**src/rtl/cfg_bank_pkg.sv**
```systemverilog
package cfg_bank_pkg;
   localparam int BYTE_W = 8;

   localparam logic [BYTE_W-1:0] ADDR_PORT   = 8'h00;
   localparam logic [BYTE_W-1:0] ADDR_ID     = 8'h01;
   localparam logic [BYTE_W-1:0] ADDR_GRADE  = 8'h02;
   localparam logic [BYTE_W-1:0] ADDR_INDEX  = 8'h05;
   localparam logic [BYTE_W-1:0] ADDR_PMODE  = 8'h08;
   localparam logic [BYTE_W-1:0] ADDR_CLKCTL = 8'h09;
   localparam logic [BYTE_W-1:0] ADDR_XFER   = 8'hFF;

   // bit positions inside the port-configuration byte (mirrored pairs)
   localparam int PORT_LSB_HI  = 6;
   localparam int PORT_LSB_LO  = 1;
   localparam int PORT_SRST_HI = 5;
   localparam int PORT_SRST_LO = 2;
   localparam int PORT_ONE_HI  = 4;
   localparam int PORT_ONE_LO  = 3;

   localparam int XFER_BIT = 0;
   localparam int CLK_CH_N = 2;   // frame-clock and data-clock channel bits

   typedef enum logic [2:0] {
      PWR_RUN   = 3'd0,
      PWR_OFF   = 3'd1,
      PWR_STBY  = 3'd2,
      PWR_RESET = 3'd3
   } pwr_mode_e;
endpackage

```
**src/rtl/cfg_chan_slot.sv**
```systemverilog
module cfg_chan_slot
   import cfg_bank_pkg::*;
#(
   parameter int   PMODE_W = 3,
   parameter logic DCS_RST = 1'b1
) (
   input  logic               clk,
   input  logic               rst_n,
   input  logic               soft_rst,
   input  logic               wr_pmode,
   input  logic               wr_dcs,
   input  logic               xfer,
   input  logic [BYTE_W-1:0]  wdata,
   output logic [PMODE_W-1:0] live_pmode,
   output logic               live_dcs
);
   localparam logic [PMODE_W-1:0] PMODE_RST = PMODE_W'(PWR_RUN);

   generate
      if (PMODE_W < 1 || PMODE_W > BYTE_W) begin : g_bad_pmode_w
         $error("cfg_chan_slot: PMODE_W must lie in 1..BYTE_W");
      end
   endgenerate

   logic [PMODE_W-1:0] mst_pmode;
   logic               mst_dcs;

   // master copy: written through the index-gated strobes
   always_ff @(posedge clk) begin
      if (!rst_n || soft_rst) begin
         mst_pmode <= PMODE_RST;
         mst_dcs   <= DCS_RST;
      end else begin
         if (wr_pmode) mst_pmode <= wdata[PMODE_W-1:0];
         if (wr_dcs)   mst_dcs   <= wdata[0];
      end
   end

   // live copy: changes only on transfer or soft reset
   always_ff @(posedge clk) begin
      if (!rst_n || soft_rst) begin
         live_pmode <= PMODE_RST;
         live_dcs   <= DCS_RST;
      end else if (xfer) begin
         live_pmode <= mst_pmode;
         live_dcs   <= mst_dcs;
      end
   end

   a_r6_live_holds: assert property (@(posedge clk) disable iff (!rst_n)
      (!xfer && !soft_rst) |=> ($stable(live_pmode) && $stable(live_dcs)));

   a_r6_live_takes_master: assert property (@(posedge clk) disable iff (!rst_n)
      (xfer && !soft_rst) |=> (live_pmode == $past(mst_pmode) && live_dcs == $past(mst_dcs)));

   a_r5_master_untouched: assert property (@(posedge clk) disable iff (!rst_n)
      (!wr_pmode && !wr_dcs && !soft_rst) |=> ($stable(mst_pmode) && $stable(mst_dcs)));

   a_r9_slot_defaults: assert property (@(posedge clk) disable iff (!rst_n)
      soft_rst |=> (live_pmode == PMODE_RST && live_dcs == DCS_RST
                    && mst_pmode == PMODE_RST && mst_dcs == DCS_RST));
endmodule

```
**src/rtl/cfg_global_regs.sv**
```systemverilog
module cfg_global_regs
   import cfg_bank_pkg::*;
#(
   parameter int NUM_CH = 4,
   localparam int IDX_W = NUM_CH + CLK_CH_N
) (
   input  logic              clk,
   input  logic              rst_n,
   input  logic              wr_en,
   input  logic [BYTE_W-1:0] addr,
   input  logic [BYTE_W-1:0] wdata,
   output logic              soft_rst,
   output logic              xfer,
   output logic              lsb_first,
   output logic [IDX_W-1:0]  index,
   output logic [NUM_CH-1:0] wr_pmode,
   output logic [NUM_CH-1:0] wr_dcs
);
   localparam logic [IDX_W-1:0] IDX_RST = {{CLK_CH_N{1'b0}}, {NUM_CH{1'b1}}};

   generate
      if (NUM_CH < 1 || IDX_W > BYTE_W) begin : g_bad_num_ch
         $error("cfg_global_regs: NUM_CH plus clock channels must fit in a byte");
      end
   endgenerate

   logic wr_port, wr_index, wr_pm_any, wr_dcs_any;

   always_comb begin
      wr_port    = wr_en && (addr == ADDR_PORT);
      wr_index   = wr_en && (addr == ADDR_INDEX);
      wr_pm_any  = wr_en && (addr == ADDR_PMODE);
      wr_dcs_any = wr_en && (addr == ADDR_CLKCTL);
      soft_rst   = wr_port && (wdata[PORT_SRST_HI] || wdata[PORT_SRST_LO]);
      xfer       = wr_en && (addr == ADDR_XFER) && wdata[XFER_BIT];
      wr_pmode   = {NUM_CH{wr_pm_any}}  & index[NUM_CH-1:0];
      wr_dcs     = {NUM_CH{wr_dcs_any}} & index[NUM_CH-1:0];
   end

   always_ff @(posedge clk) begin
      if (!rst_n || soft_rst) begin
         index     <= IDX_RST;
         lsb_first <= 1'b0;
      end else begin
         if (wr_index) index <= wdata[IDX_W-1:0];
         if (wr_port)  lsb_first <= wdata[PORT_LSB_HI] || wdata[PORT_LSB_LO];
      end
   end

   a_r9_global_defaults: assert property (@(posedge clk) disable iff (!rst_n)
      soft_rst |=> (index == IDX_RST && !lsb_first));

   a_r4_index_holds: assert property (@(posedge clk) disable iff (!rst_n)
      (!wr_index && !soft_rst) |=> $stable(index));

   a_r6_xfer_not_with_srst: assert property (@(posedge clk) disable iff (!rst_n)
      !(xfer && soft_rst));
endmodule

```
**src/rtl/cfg_read_mux.sv**
```systemverilog
module cfg_read_mux
   import cfg_bank_pkg::*;
#(
   parameter int               NUM_CH   = 4,
   parameter int               PMODE_W  = 3,
   parameter logic [BYTE_W-1:0] CHIP_ID = 8'h04,
   parameter logic [2:0]       GRADE_ID = 3'b100,
   localparam int IDX_W = NUM_CH + CLK_CH_N
) (
   input  logic [BYTE_W-1:0]         addr,
   input  logic [IDX_W-1:0]          index,
   input  logic                      lsb_first,
   input  logic [NUM_CH*PMODE_W-1:0] live_pmode,
   input  logic [NUM_CH-1:0]         live_dcs,
   output logic [BYTE_W-1:0]         rdata
);
   logic [PMODE_W-1:0] pm_arr [NUM_CH];
   logic [NUM_CH-1:0]  first_sel;

   // unpack the flat bus and find the lowest enabled data channel
   generate
      for (genvar c = 0; c < NUM_CH; c++) begin : g_ch
         assign pm_arr[c] = live_pmode[c*PMODE_W +: PMODE_W];
         if (c == 0) begin : g_lead
            assign first_sel[c] = index[0];
         end else begin : g_rest
            assign first_sel[c] = index[c] && !(|index[c-1:0]);
         end
      end
   endgenerate

   logic [PMODE_W-1:0] sel_pm;
   logic               sel_dcs;

   always_comb begin
      sel_pm  = '0;
      sel_dcs = 1'b0;
      for (int c = 0; c < NUM_CH; c++) begin
         sel_pm  = sel_pm  | ({PMODE_W{first_sel[c]}} & pm_arr[c]);
         sel_dcs = sel_dcs | (first_sel[c] & live_dcs[c]);
      end
   end

   always_comb begin
      rdata = '0;
      case (addr)
         ADDR_PORT: begin
            rdata[PORT_LSB_HI] = lsb_first;
            rdata[PORT_LSB_LO] = lsb_first;
            rdata[PORT_ONE_HI] = 1'b1;
            rdata[PORT_ONE_LO] = 1'b1;
         end
         ADDR_ID:     rdata = CHIP_ID;
         ADDR_GRADE:  rdata[6:4] = GRADE_ID;
         ADDR_INDEX:  rdata[IDX_W-1:0] = index;
         ADDR_PMODE:  rdata[PMODE_W-1:0] = sel_pm;
         ADDR_CLKCTL: rdata[0] = sel_dcs;
         default:     rdata = '0;
      endcase
   end

   always_comb begin
      a_r7_single_source: assert ($onehot0(first_sel));
      if (index[NUM_CH-1:0] == '0 && (addr == ADDR_PMODE || addr == ADDR_CLKCTL))
         a_r7_none_reads_zero: assert (rdata == '0);
   end
endmodule

```
**src/rtl/cfg_shadow_bank.sv**
```systemverilog
module cfg_shadow_bank
   import cfg_bank_pkg::*;
#(
   parameter int                NUM_CH   = 4,
   parameter int                PMODE_W  = 3,
   parameter logic              DCS_RST  = 1'b1,
   parameter logic [BYTE_W-1:0] CHIP_ID  = 8'h04,
   parameter logic [2:0]        GRADE_ID = 3'b100
) (
   input  logic                      clk,
   input  logic                      rst_n,
   input  logic                      wr_en,
   input  logic [7:0]                addr,
   input  logic [7:0]                wdata,
   output logic [7:0]                rdata,
   output logic                      lsb_first,
   output logic [NUM_CH*PMODE_W-1:0] live_pmode,
   output logic [NUM_CH-1:0]         live_dcs_en
);
   localparam int IDX_W = NUM_CH + CLK_CH_N;

   logic              soft_rst, xfer;
   logic [IDX_W-1:0]  index;
   logic [NUM_CH-1:0] wr_pmode, wr_dcs;

   cfg_global_regs #(.NUM_CH(NUM_CH)) u_glob (
      .clk      (clk),
      .rst_n    (rst_n),
      .wr_en    (wr_en),
      .addr     (addr),
      .wdata    (wdata),
      .soft_rst (soft_rst),
      .xfer     (xfer),
      .lsb_first(lsb_first),
      .index    (index),
      .wr_pmode (wr_pmode),
      .wr_dcs   (wr_dcs)
   );

   generate
      for (genvar c = 0; c < NUM_CH; c++) begin : g_slot
         cfg_chan_slot #(.PMODE_W(PMODE_W), .DCS_RST(DCS_RST)) u_slot (
            .clk       (clk),
            .rst_n     (rst_n),
            .soft_rst  (soft_rst),
            .wr_pmode  (wr_pmode[c]),
            .wr_dcs    (wr_dcs[c]),
            .xfer      (xfer),
            .wdata     (wdata),
            .live_pmode(live_pmode[c*PMODE_W +: PMODE_W]),
            .live_dcs  (live_dcs_en[c])
         );
      end
   endgenerate

   cfg_read_mux #(
      .NUM_CH  (NUM_CH),
      .PMODE_W (PMODE_W),
      .CHIP_ID (CHIP_ID),
      .GRADE_ID(GRADE_ID)
   ) u_rmux (
      .addr      (addr),
      .index     (index),
      .lsb_first (lsb_first),
      .live_pmode(live_pmode),
      .live_dcs  (live_dcs_en),
      .rdata     (rdata)
   );

   a_r10_unmapped_no_effect: assert property (@(posedge clk) disable iff (!rst_n)
      (wr_en && addr != ADDR_PORT && addr != ADDR_INDEX && addr != ADDR_PMODE
       && addr != ADDR_CLKCTL && addr != ADDR_XFER)
      |=> ($stable(live_pmode) && $stable(live_dcs_en) && $stable(lsb_first) && $stable(index)));
endmodule

```
**config.mk**
```make
export PLATFORM = sky130hd
export DESIGN_NAME = cfg_shadow_bank
export DESIGN_NICKNAME = d
export VERILOG_FILES = /design/src/rtl/cfg_bank_pkg.sv /design/src/rtl/cfg_chan_slot.sv /design/src/rtl/cfg_global_regs.sv /design/src/rtl/cfg_read_mux.sv /design/src/rtl/cfg_shadow_bank.sv
export SDC_FILE = /design/constraint.sdc
export NUM_CORES = 1
export LEC_CHECK = 0
export BUFFER_PORTS_ARGS = -buffer_cell sky130_fd_sc_hd__buf_2
export CAP_MARGIN = 20
export CORE_MARGIN = 3
export CORE_UTILIZATION = 52
export DETAILED_ROUTE_END_ITERATION = 8
export GPL_ROUTABILITY_DRIVEN = 0
export GPL_TIMING_DRIVEN = 0
export PLACE_DENSITY = 0.89
export SLEW_MARGIN = 40
export SYNTH_ARGS = -nofsm -noshare
export SYNTH_HDL_FRONTEND = slang
export SYNTH_SLANG_ARGS = --single-unit
export TNS_END_PERCENT = 50
```
**constraint.sdc**
```tcl
create_clock -name clk -period 1.8 [get_ports clk]
set_input_delay 0.18 -clock clk [delete_from_list [all_inputs] [get_ports clk]]
set_output_delay 0.18 -clock clk [all_outputs]
set_load 0.01 [all_outputs]
```
==> results of run 1 <==
## cells in the mapped netlist, drive strengths merged
cell / number
a21oi: 14
a221o: 2
a221oi: 2
a22oi: 3
a32o: 1
and2: 3
and3: 1
buf: 13
clkbuf: 5
conb: 1
dfxtp: 39
inv: 3
mux2i: 22
nand2: 42
nand2b: 2
nand3: 7
nand4: 10
nand4bb: 1
nor2: 19
nor2b: 3
nor3: 3
nor3b: 3
nor4: 1
o21a: 3
o21ai: 2
o221ai: 1
o22ai: 1
o31ai: 1
o32ai: 2
or2: 1
or3: 1
## layout make-up
type | instances | area, um2 | area share [%]
timing repair buffer | 47 | 255 | 11.3
tap | 44 | 55.1 | 2.43
clock inverter | 1 | 5.00 | 0.221
inverter | 3 | 11.3 | 0.497
buffer | 15 | 104 | 4.59
clock buffer | 7 | 45.0 | 1.99
multi-input combinational | 152 | 993 | 43.9
sequential | 39 | 796 | 35.1
## worst max-delay path, delay by kind of cell, from the launching register on
kind                   cells  cell delay, ns
AO/OA/AOI/OAI              3            0.56
flip-flops                 1            0.37
buffers and inverters      2            0.28
AND/OR/NAND/NOR            1            0.14
## cells in the final DEF (no fill, tap or decap), types with 4 or more instances in the layout
cell type / synthesis / routed
clkbuf_1: 5 / 4
dfxtp_4: 0 / 4
buf_4: 5 / 13
nand3_1: 7 / 7
buf_2: 5 / 44
mux2i_1: 22 / 22
a21oi_1: 14 / 14
nand4_1: 9 / 9
nand2_1: 42 / 42
clkbuf_4: 0 / 5
nor2_1: 19 / 19
dfxtp_1: 39 / 35
## report_power, final
group	switching [mW]	leakage, nW	internal, mW
sequential	0.000529	0.314	0.857
clock	0.280	0.0293	0.152
combinational	0.0653	0.732	0.0395
total	0.346	1.08	1.05
## routing by layer
metal / vias to the layer above / part of all wire (%) / global-route usage, %
li1: 841 / - / -
met1: 803 / 40 / 30.6
met2: 94 / 48 / 37.5
met3: 13 / 9.7 / 7.18
met4: 0 / 2.5 / 10.4
met5: - / 0 / 0
## final timing paths
kind | depth (start not counted) | slack [ns] | end
setup / recovery | 6 | -0.07 | rdata[0]
hold / removal | 3 | 0.04 | u_glob.index[3]
setup reg to reg | 5 | 0.60 | g_slot[0].u_slot.mst_pmode[2]
hold reg to reg | 2 | 0.47 | g_slot[2].u_slot.live_pmode[1]
## logic make-up after synthesis
family                 count (synthesis)  share of synthesized area, %
flip-flops                            39                          42.4
other                                  1                         0.204
AND/OR/NAND/NOR                       97                          26.4
AO/OA/AOI/OAI                         32                          12.2
multiplexers                          22                          12.0
buffers and inverters                 21                          6.86
## sequential cells by signal, indices dropped and copies added, names as in the netlist
name / count
u_glob.lsb_first: 1
g_slot.u_slot.mst_pmode: 12
u_glob.index: 6
g_slot.u_slot.live_dcs: 4
g_slot.u_slot.mst_dcs: 4
g_slot.u_slot.live_pmode: 12
## metrics by stage
| step | setup TNS [ns] | hold WS (ns) | area, um2 | power (mW) | setup WS (ns) |
|---|---|---|---|---|---|
| 2_1_floorplan | 0 | 0.305 | 1840 | 0.939 | 0.328 |
| 3_3_place_gp | 0 | 0.394 | 2090 | 0.981 | 0.0107 |
| 3_5_place_dp | -0.0239 | 0.406 | 2090 | 0.983 | -0.0200 |
| 4_1_cts | -0.0541 | 0.0322 | 2230 | 1.39 | -0.0380 |
| 5_1_grt | -0.365 | 0.0369 | 2260 | 1.45 | -0.171 |
| 6_report | -0.0916 | 0.0368 | 2260 | 1.40 | -0.0688 |
## what timing repair did
action                     CTS  global route
buffers inserted             6             2
pin swaps                    6             0
setup endpoints to repair    3             3
hold buffers                 0             0
resized for setup           16             3
==> results.tsv, run 1 <==
metric	value	unit
status	complete, but fails checks	
violated checks	setup timing	
largest cells by area after synthesis	dfxtp_1 42%, mux2i_1 12%, nand2_1 8.6%	
Final setup viols	2	
die span in y	65.5	um
Worst R2R Start	u_glob.index[0]	
Util after Layout	70.7	%
initial drt markers	119	
Crit. Startpoint	u_glob.index[3]	
Starting Density	57.5	%
crit-path cells	nor2b_4 -> buf_4 -> a221oi_4 -> o32ai_2 -> a32o_1 -> buf_2	
worst path arrival time	1.69	ns
Final ANT Viol Nets	0	
Layout Cells excl Fill	308	
area of the core	0.00320	mm2
latest clock arrival within the worst-skew pair	0.36	ns
CP peak stage delay	0.37	ns
area of the mapped netlist	0.00184	mm2
worst slew pin tran	0.547	ns
CP Class	reg2out	
#FFs+latches synth	39	
initial antenna violation count	0	
Via density	5.69	
I/O Buffers	39	
cell leakage power	1.08	nW
Clock Sinks	39	
Critical Path End Type	output pin	
DP Cell Count	295	
first-pass GRT wire length	7660	um
# Max-Cap Violations	0	
number of global-route vias before repair	1604	
fin crit period	1.87	ns
CTS tree	yes	
RSZ-0062 raised after global routing	true	
Longest Clk Path Bufs	2	
die footprint	0.00429	mm2
CP required	1.62	ns
die width	65.5	um
Synth warnings	0	
Area growth syn-to-layout	23.0	%
final slew viol count	0	
CTS clk-pin slew, worst paths	0.11	ns
Netlist cell types	37	
worst hold path type	in2reg	
period utilization	104	%
gr ovfl total	0	
relative max-transition margin	63.4	%
Yosys top cell by area	dfxtp_1	
Crit Path Max Fanout	4	
DRC	0	
TritonCTS buffer count	5	
diodes inserted	0	
Root Buffer	clkbuf_4	
Detailed Route WL	4750	um
post-route setup slack	-0.0688	ns
final hold violations	0	
Yosys top cell area share	42.4	%
Post-layout nets	282	
highest clock rate	535	MHz
Synth Area per Inst	8.69	um2
via count	1751	
VDD IR max	495	uV
Detailed Place HPWL	3260	um
Syn Nets	231	
H-Tree Depth	2	
all-layer global routing usage	24.0	%
io pins	44	
Post-Syn Instances	212	
pwr dens	616	mW/mm2
largest net degree at the start of global routing	12	
Std-Cell Rows	20	
sequential fraction of the synthesis area	42.4	%
Hold Path Origin	wdata[3]	
Layout fillers	271	
slowest stage cell, crit path	dfxtp_4	
layout cell share with drive strength beyond 1	32.2	%
Avg WL per Cell	15.4	um
total iterations of the first detailed-routing run	6	
worst clock skew	0.0134	ns
Worst setup SP type	flip-flop	
Note: power is estimated with default switching activity, not from simulation.
==> inputs of run 2 (changes only) <==
--- a/config.mk
+++ b/config.mk
@@ -12,6 +12,7 @@
 export DETAILED_ROUTE_END_ITERATION = 8
 export GPL_ROUTABILITY_DRIVEN = 0
 export GPL_TIMING_DRIVEN = 0
+export HOLD_SLACK_MARGIN = 0.15
 export PLACE_DENSITY = 0.89
 export SLEW_MARGIN = 40
 export SYNTH_ARGS = -nofsm -noshare
==> run 2 against run 1 <==
The run still ends with setup timing left; core utilization up 1.6 points; count of clock-buffer cells in the layout unchanged; first-iteration DRC count down 0.84%; worst setup slack worse by 0.013 ns; critical path depth unchanged; total power up 0.97%; sequential share of layout area down 0.76 points; combinational power up 9%; worst hold slack better by 0.13 ns; critical path type unchanged; critical endpoint unchanged; largest cell class unchanged; highest routed layer unchanged.
==> results.tsv, run 2 (same netlist as run 1, synthesis figures left out) <==
metric	value	unit	change
status	complete, but fails checks		
violated checks	setup timing		
Starting Density	57.5	%	unchanged
CP peak stage delay	0.37	ns	about the same
relative max-transition margin	63.3	%	-0.11 points
Final setup viols	2		unchanged
CP Class	reg2out		
Detailed Place HPWL	3260	um	unchanged
DRC	0		unchanged
Layout Cells excl Fill	313		+1.6%
Detailed Route WL	4860	um	+2.2%
Area growth syn-to-layout	25.7	%	
Worst setup SP type	flip-flop		
final slew viol count	0		unchanged
I/O Buffers	39		unchanged
via count	1763		+0.69%
Final ANT Viol Nets	0		unchanged
worst hold path type	in2reg		
Critical Path End Type	output pin		
Crit Path Max Fanout	4		unchanged
slowest stage cell, crit path	dfxtp_4		
highest clock rate	532	MHz	-0.67%
first-pass GRT wire length	7820	um	+2.2%
TritonCTS buffer count	5		unchanged
# Max-Cap Violations	0		unchanged
Root Buffer	clkbuf_4		
CP required	1.62	ns	about the same
initial antenna violation count	0		unchanged
DP Cell Count	295		unchanged
Longest Clk Path Bufs	2		unchanged
period utilization	105	%	+0.70 points
diodes inserted	0		unchanged
WP depth	6		unchanged
gr ovfl total	0		unchanged
worst slew pin tran	0.549	ns	+0.00162 ns
die footprint	0.00429	mm2	unchanged
io pins	44		unchanged
Std-Cell Rows	20		unchanged
most frequent cells in the layout	44 x buf_2, 42 x nand2_1, 35 x dfxtp_1, 22 x mux2i_1, 19 x nor2_1		
CTS tree	yes		
die span in y	65.5	um	unchanged
total iterations of the first detailed-routing run	4		-2
Layout fillers	260		-4.1%
layout cell share with drive strength beyond 1	31.6	%	-0.60 points
number of global-route vias before repair	1651		+2.9%
pwr dens	609	mW/mm2	-1.2%
all-layer global routing usage	24.4	%	+0.32 points
VDD IR max	517	uV	+4.4%
CP delay by family, top	compound AO/OA/AOI/OAI gates		
die width	65.5	um	unchanged
Worst R2R Path Depth	5		unchanged
Avg WL per Cell	15.5	um	+0.60%
worst clock skew	0.0166	ns	+0.00327 ns
latest clock arrival within the worst-skew pair	0.36	ns	about the same
post-route setup slack	-0.0814	ns	-0.0127 ns
area of the core	0.00320	mm2	unchanged
leading cell type in the layout, fill and taps excluded	buf_2		
worst hold path depth	3		unchanged
final hold violations	0		unchanged
Via density	5.63		-0.92%
Setup WS pre-CTS	-0.0200	ns	unchanged
cell leakage power	1.10	nW	+1.9%
fin crit period	1.88	ns	+0.0127 ns
H-Tree Depth	2		unchanged
Final Cell Area	0.00231	mm2	+2.2%
worst path arrival time	1.70	ns	about the same
RSZ-0062 raised after global routing	true		
Largest regs	g_slot.u_slot.live_pmode x12, g_slot.u_slot.mst_pmode x12, u_glob.index x6		
CTS clk-pin slew, worst paths	0.12	ns	about the same
initial drt markers	118		-0.84%
largest net degree at the start of global routing	12		unchanged
buffers plus inverters on the worst setup path	2		unchanged
Post-layout nets	287		+1.8%
Area after DPL	0.00209	mm2	unchanged
Clock Sinks	39		unchanged
crit-path cells	nor2b_4 -> buf_4 -> a221oi_4 -> o32ai_2 -> a32o_1 -> buf_2		
-- run 2: changes by cell type in the layout (fill, tap and decap cells not counted) --
cell and delta:
dlygate4sd3_1 +5
-- run 2: per-layer routing --
layer	share of wire, %	global-route usage (%)	wire (um)
met1	40	30.5	1950
met2	49	39.6	2370
met3	9.1	6.15	441
met4	2.1	10.4	102
met5	0	0	0
-- run 2: through the flow --
step	setup TNS (ns)	power (mW)	hold slack (ns)	util [%]
CTS	-0.0541	1.40	0.168	71.1
finish	-0.107	1.41	0.164	72.3
floorplan	0	0.939	0.305	-
global route	-0.337	1.46	0.163	72.3
global placement	0	0.981	0.394	65.3
detailed placement	-0.0239	0.983	0.406	65.3
-- run 2: final cells by class --
type                       count  area [um2]  share of cell area, %
multi-input combinational    152         993                   42.9
sequential                    39         796                   34.4
timing repair buffer          52         305                   13.2
buffer                        15         104                   4.49
tap                           44        55.1                   2.38
clock buffer                   7        45.0                   1.95
inverter                       3        11.3                  0.486
clock inverter                 1        5.00                  0.216
-- run 2: worst reg2reg max path, delay by kind of cell (launching register included) --
kind / cells / cell delay (ns)
flip-flops: 1 / 0.37
buffers and inverters: 2 / 0.27
AND/OR/NAND/NOR: 2 / 0.24
multiplexers: 1 / 0.24
-- run 2: final timing paths --
| kind | start | end | slack, ns |
|---|---|---|---|
| worst min register to register | g_slot[2].u_slot.mst_pmode[0] | g_slot[2].u_slot.live_pmode[0] | 0.46 |
| worst min-delay path | rst_n | g_slot[0].u_slot.live_pmode[0] | 0.16 |
| worst max-delay path | u_glob.index[3] | rdata[0] | -0.08 |
| worst max register to register | u_glob.index[0] | g_slot[0].u_slot.mst_pmode[2] | 0.57 |
-- run 2: what timing repair did --
item / 4_1_cts / 5_1_grt
gates resized for setup: 16 / 3
gates cloned: 0 / 0
setup buffers: 6 / 2
pin swaps: 6 / 0
hold buffers: 5 / 0
endpoints found under the hold margin: 5 / 0
setup endpoints to repair: 3 / 3
-- run 2: power breakdown --
| group | leakage (nW) | switching, mW | total (mW) | internal (mW) |
|---|---|---|---|---|
| combinational | 0.753 | 0.0670 | 0.114 | 0.0466 |
| sequential | 0.314 | 0.000532 | 0.858 | 0.857 |
| clock | 0.0293 | 0.285 | 0.437 | 0.152 |
| total | 1.10 | 0.352 | 1.41 | 1.06 |
